**config.mk**
```make
export PLATFORM = sky130hd
export DESIGN_NAME = polar_symbol_decider
export DESIGN_NICKNAME = d
export VERILOG_FILES = /design/src/rtl/psd_pkg.sv /design/src/rtl/psd_cordic_vec.sv /design/src/rtl/psd_sector_map.sv /design/src/rtl/psd_code_table.sv /design/src/rtl/polar_symbol_decider.sv
export SDC_FILE = /design/constraint.sdc
export NUM_CORES = 1
export LEC_CHECK = 0
export ABC_AREA = 1
export ABC_CLOCK_PERIOD_IN_PS = 5300
export BUFFER_PORTS_ARGS = -buffer_cell sky130_fd_sc_hd__buf_4
export CAP_MARGIN = 40
export CELL_PAD_IN_SITES_DETAIL_PLACEMENT = 0
export CELL_PAD_IN_SITES_GLOBAL_PLACEMENT = 2
export CORE_UTILIZATION = 25
export DETAILED_ROUTE_END_ITERATION = 8
export GPL_TIMING_DRIVEN = 0
export HOLD_SLACK_MARGIN = 0.05
export PLACE_DENSITY = 0.65
export SLEW_MARGIN = 20
export SYNTH_ARGS = -nofsm -noshare
export SYNTH_HDL_FRONTEND = slang
export SYNTH_SLANG_ARGS = --single-unit
```
**constraint.sdc**
```tcl
create_clock -name clk -period 5.3 [get_ports clk]
set_input_delay 0.795 -clock clk [delete_from_list [all_inputs] [get_ports clk]]
set_output_delay 0.795 -clock clk [all_outputs]
set_load 0.02 [all_outputs]
```
**src/rtl/psd_pkg.sv**
```systemverilog
package psd_pkg;

   localparam int PH_W   = 16;   // angle width, fraction of a full turn
   localparam int IDX_W  = 4;    // constellation index width
   localparam int DEPTH  = 1 << IDX_W;
   localparam int MAX_IT = 16;   // entries in the arctangent list

   typedef enum logic [2:0] {
      MD_PSK2  = 3'd0,
      MD_PSK4  = 3'd1,
      MD_PSK8  = 3'd2,
      MD_PSK16 = 3'd3,
      MD_RING8 = 3'd4,
      MD_RING16= 3'd5,
      MD_RSV6  = 3'd6,
      MD_RSV7  = 3'd7
   } psd_mode_e;

   // arctan(2^-i) expressed in units of 2^-16 turn
   function automatic logic [PH_W-1:0] atan_turns(input int i);
      case (i)
         0:  atan_turns = 16'd8192;
         1:  atan_turns = 16'd4836;
         2:  atan_turns = 16'd2555;
         3:  atan_turns = 16'd1297;
         4:  atan_turns = 16'd651;
         5:  atan_turns = 16'd326;
         6:  atan_turns = 16'd163;
         7:  atan_turns = 16'd81;
         8:  atan_turns = 16'd41;
         9:  atan_turns = 16'd20;
         10: atan_turns = 16'd10;
         11: atan_turns = 16'd5;
         12: atan_turns = 16'd3;
         13: atan_turns = 16'd1;
         14: atan_turns = 16'd1;
         default: atan_turns = 16'd0;
      endcase
   endfunction

endpackage

```
**src/rtl/psd_cordic_vec.sv**
```systemverilog
module psd_cordic_vec
   import psd_pkg::*;
#(
   parameter int W    = 16,
   parameter int ITER = 16
) (
   input  logic                 clk,
   input  logic                 rst,
   input  logic                 start,
   input  logic [W-1:0]         xi,
   input  logic [W-1:0]         yi,
   output logic                 busy,
   output logic                 done,
   output logic [W+2:0]         mag,
   output logic [PH_W-1:0]      phase
);
   localparam int XW = W + 3;
   localparam int CW = $clog2(ITER + 1);

   logic signed [XW-1:0] x_r, y_r, xe, ye, xs, ys;
   logic [PH_W-1:0]      z_r;
   logic [CW-1:0]        cnt, step;

   assign xe   = {{3{xi[W-1]}}, xi};
   assign ye   = {{3{yi[W-1]}}, yi};
   assign step = CW'(ITER) - cnt;
   assign xs   = x_r >>> step;
   assign ys   = y_r >>> step;
   assign busy = (cnt != '0);

   always_ff @(posedge clk) begin
      if (rst) begin
         cnt  <= '0;
         done <= 1'b0;
         x_r  <= '0;
         y_r  <= '0;
         z_r  <= '0;
      end else begin
         done <= 1'b0;
         if (cnt == '0) begin
            if (start) begin
               // fold the left half plane onto the right one
               if (xe[XW-1]) begin
                  x_r <= -xe;
                  y_r <= -ye;
                  z_r <= PH_W'(1 << (PH_W - 1));
               end else begin
                  x_r <= xe;
                  y_r <= ye;
                  z_r <= '0;
               end
               cnt <= CW'(ITER);
            end
         end else begin
            if (!y_r[XW-1]) begin
               x_r <= x_r + ys;
               y_r <= y_r - xs;
               z_r <= z_r + atan_turns(int'(step));
            end else begin
               x_r <= x_r - ys;
               y_r <= y_r + xs;
               z_r <= z_r - atan_turns(int'(step));
            end
            cnt <= cnt - 1'b1;
            if (cnt == CW'(1)) done <= 1'b1;
         end
      end
   end

   assign mag   = $unsigned(x_r);
   assign phase = z_r;

endmodule

```
**src/rtl/psd_sector_map.sv**
```systemverilog
module psd_sector_map
   import psd_pkg::*;
#(
   parameter int XW = 19
) (
   input  logic [2:0]        mode,
   input  logic [PH_W-1:0]   phase,
   input  logic [XW-1:0]     mag,
   input  logic [XW-1:0]     thr,
   output logic [IDX_W-1:0]  idx
);
   // PSK candidates, one per order 2^k: rounded by half a sector
   logic [IDX_W-1:0] psk_idx [1:4];

   for (genvar k = 1; k <= 4; k++) begin : g_psk
      logic [PH_W-1:0] shifted;
      assign shifted    = phase + PH_W'(1 << (PH_W - 1 - k));
      assign psk_idx[k] = IDX_W'(shifted >> (PH_W - k));
   end

   logic outer;
   assign outer = (mag >= thr);

   // eight points: inner ring on the axes, outer ring on the diagonals
   logic [IDX_W-1:0] ring8_idx;
   assign ring8_idx = outer ? {2'b01, phase[PH_W-1 -: 2]}
                            : {2'b00, psk_idx[2][1:0]};

   // sixteen points: inner ring of four on the diagonals, outer ring of twelve
   localparam logic [PH_W-1:0] HALF12 = PH_W'(((1 << PH_W) + 12) / 24);
   logic [PH_W-1:0]   ph12;
   logic [PH_W+3:0]   prod12;
   logic [IDX_W-1:0]  ring16_idx;
   logic              unused_prod;

   assign ph12        = phase + HALF12;
   assign prod12      = {4'b0, ph12} * (PH_W+4)'(12);
   assign unused_prod = ^prod12[PH_W-1:0];
   assign ring16_idx  = outer ? (IDX_W'(4) + prod12[PH_W+3:PH_W])
                              : {2'b00, phase[PH_W-1 -: 2]};

   always_comb begin
      case (psd_mode_e'(mode))
         MD_PSK4:   idx = psk_idx[2];
         MD_PSK8:   idx = psk_idx[3];
         MD_PSK16:  idx = psk_idx[4];
         MD_RING8:  idx = ring8_idx;
         MD_RING16: idx = ring16_idx;
         default:   idx = psk_idx[1];
      endcase
   end

endmodule

```
**src/rtl/psd_code_table.sv**
```systemverilog
module psd_code_table #(
   parameter int AW = 4,
   parameter int TW = 16,
   parameter int SW = 8
) (
   input  logic          clk,
   input  logic          we,
   input  logic [AW-1:0] waddr,
   input  logic [TW-1:0] wdata,
   input  logic [AW-1:0] raddr,
   output logic [SW-1:0] rdata
);
   localparam int DEPTH = 1 << AW;

   logic [TW-1:0] ent [DEPTH];

   // no reset: the table is loaded by its owner, also during reset
   always_ff @(posedge clk) begin
      if (we) ent[waddr] <= wdata;
   end

   assign rdata = ent[raddr][SW-1:0];

   if (TW > SW) begin : g_wide
      logic unused_hi;
      assign unused_hi = ^ent[raddr][TW-1:SW];
   end

endmodule

```
**src/rtl/polar_symbol_decider.sv**
```systemverilog
module polar_symbol_decider
   import psd_pkg::*;
#(
   parameter int W    = 16,
   parameter int ITER = 16,
   parameter int TW   = 16,
   parameter int SW   = 8
) (
   input  logic             clk,
   input  logic             rst,
   input  logic             in_valid,
   input  logic [W-1:0]     in_i,
   input  logic [W-1:0]     in_q,
   input  logic [2:0]       mode,
   input  logic [W+2:0]     ring_thr,
   input  logic             tbl_we,
   input  logic [IDX_W-1:0] tbl_addr,
   input  logic [TW-1:0]    tbl_wdata,
   output logic             out_valid,
   output logic [W-1:0]     out_i,
   output logic [W-1:0]     out_q,
   output logic [SW-1:0]    out_sym
);
   localparam int XW  = W + 3;
   localparam int LAT = ITER + 1;

   initial begin
      assert (W >= 8) else $fatal(1, "W must be at least 8");
      assert (ITER >= 8 && ITER <= MAX_IT) else $fatal(1, "ITER out of range");
      assert (SW <= TW) else $fatal(1, "symbol wider than table word");
   end

   logic             c_busy, c_done, accept, idle;
   logic [XW-1:0]    c_mag;
   logic [PH_W-1:0]  c_phase;
   logic [W-1:0]     hold_i, hold_q;
   logic [2:0]       hold_mode;
   logic [XW-1:0]    hold_thr;
   logic [IDX_W-1:0] sel_idx;
   logic [SW-1:0]    tbl_rdata;

   assign accept = in_valid & ~c_busy;
   assign idle   = ~c_busy & ~c_done;

   psd_cordic_vec #(.W(W), .ITER(ITER)) u_cordic (
      .clk   (clk),
      .rst   (rst),
      .start (in_valid),
      .xi    (in_i),
      .yi    (in_q),
      .busy  (c_busy),
      .done  (c_done),
      .mag   (c_mag),
      .phase (c_phase)
   );

   always_ff @(posedge clk) begin
      if (rst) begin
         hold_i    <= '0;
         hold_q    <= '0;
         hold_mode <= '0;
         hold_thr  <= '0;
      end else if (accept) begin
         hold_i    <= in_i;
         hold_q    <= in_q;
         hold_mode <= mode;
         hold_thr  <= ring_thr;
      end
   end

   psd_sector_map #(.XW(XW)) u_map (
      .mode  (hold_mode),
      .phase (c_phase),
      .mag   (c_mag),
      .thr   (hold_thr),
      .idx   (sel_idx)
   );

   psd_code_table #(.AW(IDX_W), .TW(TW), .SW(SW)) u_tbl (
      .clk   (clk),
      .we    (tbl_we & idle),
      .waddr (tbl_addr),
      .wdata (tbl_wdata),
      .raddr (sel_idx),
      .rdata (tbl_rdata)
   );

   always_ff @(posedge clk) begin
      if (rst) begin
         out_valid <= 1'b0;
         out_i     <= '0;
         out_q     <= '0;
         out_sym   <= '0;
      end else begin
         out_valid <= c_done;
         if (c_done) begin
            out_i   <= hold_i;
            out_q   <= hold_q;
            out_sym <= tbl_rdata;
         end
      end
   end

endmodule

```
==> metrics.csv <==
metric;value;unit
syn-num-nets;2750;
drt_first_pass_iters;5;
min_from;hold_q[10];
grt_pass1_vias;18038;
maxCapViolCount;0;
num_vias;18676;
start_kind;flop;
cp_slowest_cell;o21ai_0;
start_util;0.254;
fin_nets;2942;
hold_viol_final;0;
clk_latency;580;ps
fin_skew;40.6;ps
place_area;0.0209;mm^2
maxSlewViolCount;0;
routed_via_density;4.98;
cp.arrival;5490;ps
wire_per_inst;20.9;um
synth_edf_count;128;
ys_ff_latch;283;
dr_wl_met2;33.6;mm
worstMarginPinSlew;896;ps
syn_inst;2571;
ff2ff_setup_slack;210;ps
required;5690;ps
postCtsHoldBufs;0;
drtIter0Drc;1394;
antenna_found_initial;2;
syn_to_final_growth;22.6;%
timing.fmax;0.196;GHz
ys_dominant_reg_cell;dfxtp_1;
syn_area_per_cell;7.27;um^2
n_antenna_cell;0;
synth_area;0.0187;mm^2
path_cells;buf_4 > buf_2 > o21ai_0 > o21ai_0 > a21oi_1 > o21ai_1 > nand2_1 > and3_4 > ha_2 > nand3_2 > nor2_2 > nand4_1 > nor2_2 > nand3_2 > nor2_4 > nor2_1 > o21ai_2 > ha_4 > nand4_1 > inv_1 > a21oi_1 > o311ai_2 > xor2_1 > o22ai_2;
final_area;0.0229;mm^2
synth_async_sr_flop_share;0;
cts_made_buffers;37;
dieArea;0.0759;mm^2
row_count;99;
fin_crit_sh;0.961;
portBuffers;110;
r2r_start;u_cordic.cnt[0];
relSlewSlack;0.403;
drive_gt1_frac;0.150;
synthDistinctLibCells;65;
clk_path_buf_depth;3;
whs;457;ps
post-dp-hpwl;61.0;mm
cp_top_family;compound AO/OA/AOI/OAI gates;
wl_met1;38.5;mm
fin_tns_setup;0;ps
highest_layer;met5;
dieWidth;275;um
worstHoldPathType;flop to flop;
whs_path_depth;2;
reg2reg_to;u_cordic.mag[18];
tritoncts;yes;
slowest_delay;550;ps
min_period;5090;ps
hold_path_end;hold_q[10];
place_ws;-2030;ps
cts.clk_slew.worst_paths;60;ps
cts_sinks;283;
crit_fanout;10;
grt-ovfl-total;0;
antenna_left;0;
setup_viol;0;
outcome;complete, no violations;
core_area;0.0735;mm^2
drt-total-wl;78.2;mm
h-tree-depth;2;
yosys_warnings;0;
clockRootBuffer;clkbuf_16;
yosysSeqAreaShare;0.372;
track_usage;0.202;
rr_worst_depth;24;
crit_buf_inv;3;
gp_congestion;0.934;
drc;0;
grt_pass1_wl;115;mm
critPathKind;flop to flop;
fp.dieH;275;um
wl_met3;4.50;mm
end_kind;flop;
grt_max_degree;17;
fin_ws;209;ps
pin_count;119;
## worst min-delay path, delay by kind of cell (launching register included)
kind                   cells  cell delay [ps]
flip-flops                 1              290
buffers and inverters      1               60
AO/OA/AOI/OAI              1               60
## area by class of cell
cell class                 instances  area [um^2]
sequential                       283         6950
timing repair buffer             155         1220
inverter                         264         1010
buffer                           118          662
clock buffer                      48          997
multi-input combinational       1904        10700
tap                              959         1200
clock inverter                    16          205
fill                            7923        50500
## worst max-delay path by stage
| stage | start | end | slack (ps) | cells past startpoint |
|---|---|---|---|---|
| after floorplan | u_cordic.cnt[0] | u_cordic.y_r[17] | 120 | 36 |
| after global placement | u_cordic.cnt[0] | u_cordic.y_r[17] | -2140 | 34 |
| after detailed placement | u_cordic.cnt[0] | u_cordic.y_r[17] | -2030 | 34 |
| after CTS | u_cordic.cnt[0] | u_cordic.y_r[17] | 4 | 35 |
| after global routing | u_cordic.cnt[0] | u_cordic.y_r[16] | -20 | 32 |
| final | u_cordic.cnt[0] | u_cordic.mag[18] | 210 | 24 |
## state kept, by name, indices dropped and copies added, names as in the netlist
| register | cells |
|---|---|
| hold_thr | 19 |
| hold_mode | 3 |
| u_cordic.done | 1 |
| hold_q | 16 |
| u_tbl.ent | 128 |
| u_cordic.mag | 19 |
| out_i | 16 |
| u_cordic.y_r | 19 |
| u_cordic.cnt | 5 |
| out_q | 16 |
| out_sym | 8 |
| hold_i | 16 |
| out_valid | 1 |
| u_cordic.phase | 16 |
## layer usage
layer / vias to the layer above / global-route usage
met5: - / 0
met4: 4 / 0.0470
met3: 86 / 0.0369
met2: 481 / 0.307
met1: 8909 / 0.294
li1: 9196 / -
## kinds of logic (layout without fill, tap and decap cells)
group	count (synthesis)	after routing	synth area share
flip-flops	283	283	0.372
AO/OA/AOI/OAI	604	604	0.178
AND/OR/NAND/NOR	1129	1129	0.263
adder cells (fa/ha/maj)	101	101	0.0688
buffers and inverters	384	601	0.0844
XOR/XNOR	62	62	0.0295
multiplexers	8	8	0.00442
## per-stage QoR
| stage | utilization | cells |
|---|---|---|
| floorplan | - | 2571 |
| global placement | 0.282 | 3640 |
| detailed placement | 0.284 | 3653 |
| CTS | 0.305 | 3728 |
| global route | 0.312 | 3747 |
| finish | 0.312 | 3747 |
## what timing repair did
action                     4_1_cts  5_1_grt
gates resized for setup         90       96
setup buffers                   12       13
setup endpoints to repair       44       24
gates cloned                     0        1
pin swaps                       18       32
## placed cells by master (no fill, tap or decap), drive strengths merged, types with 6 or more instances in the layout
master | Yosys | layout
buf | 62 | 214
o211ai | 16 | 16
a211oi | 9 | 9
nand2 | 492 | 492
edfxtp | 128 | 128
o21bai | 6 | 6
o31ai | 10 | 10
a221oi | 11 | 11
nor3 | 31 | 31
mux2i | 6 | 6
nor2 | 258 | 258
clkinv | 5 | 16
dfxtp | 155 | 155
clkbuf | 58 | 107
nand4 | 26 | 26
nand3 | 299 | 299
inv | 259 | 260
a31oi | 20 | 20
xnor2 | 18 | 18
xor2 | 44 | 44
o21ai | 281 | 281
ha | 98 | 98
or2 | 8 | 8
a21oi | 212 | 212
o22ai | 12 | 12
## synth_stat cells, types with 16 or more instances
| library cell | number | area (um^2) |
|---|---|---|
| a31oi_1 | 20 | 125 |
| xnor2_1 | 18 | 158 |
| o21ai_0 | 261 | 1310 |
| o211ai_1 | 16 | 120 |
| o21ai_1 | 19 | 95.1 |
| a21oi_1 | 211 | 1060 |
| nand3_1 | 291 | 1460 |
| inv_2 | 21 | 78.8 |
| dfxtp_1 | 155 | 3100 |
| ha_1 | 98 | 1230 |
| inv_1 | 238 | 893 |
| nor2_1 | 248 | 931 |
| nor3_1 | 27 | 135 |
| buf_2 | 34 | 170 |
| clkbuf_1 | 58 | 218 |
| nand2_1 | 480 | 1800 |
| nand4_1 | 26 | 163 |
| xor2_1 | 43 | 377 |
| edfxtp_1 | 128 | 3840 |
Power is left out: the tool's default activity adds up to more than one toggle a clock period on the data nets, which glitch-free logic cannot reach.
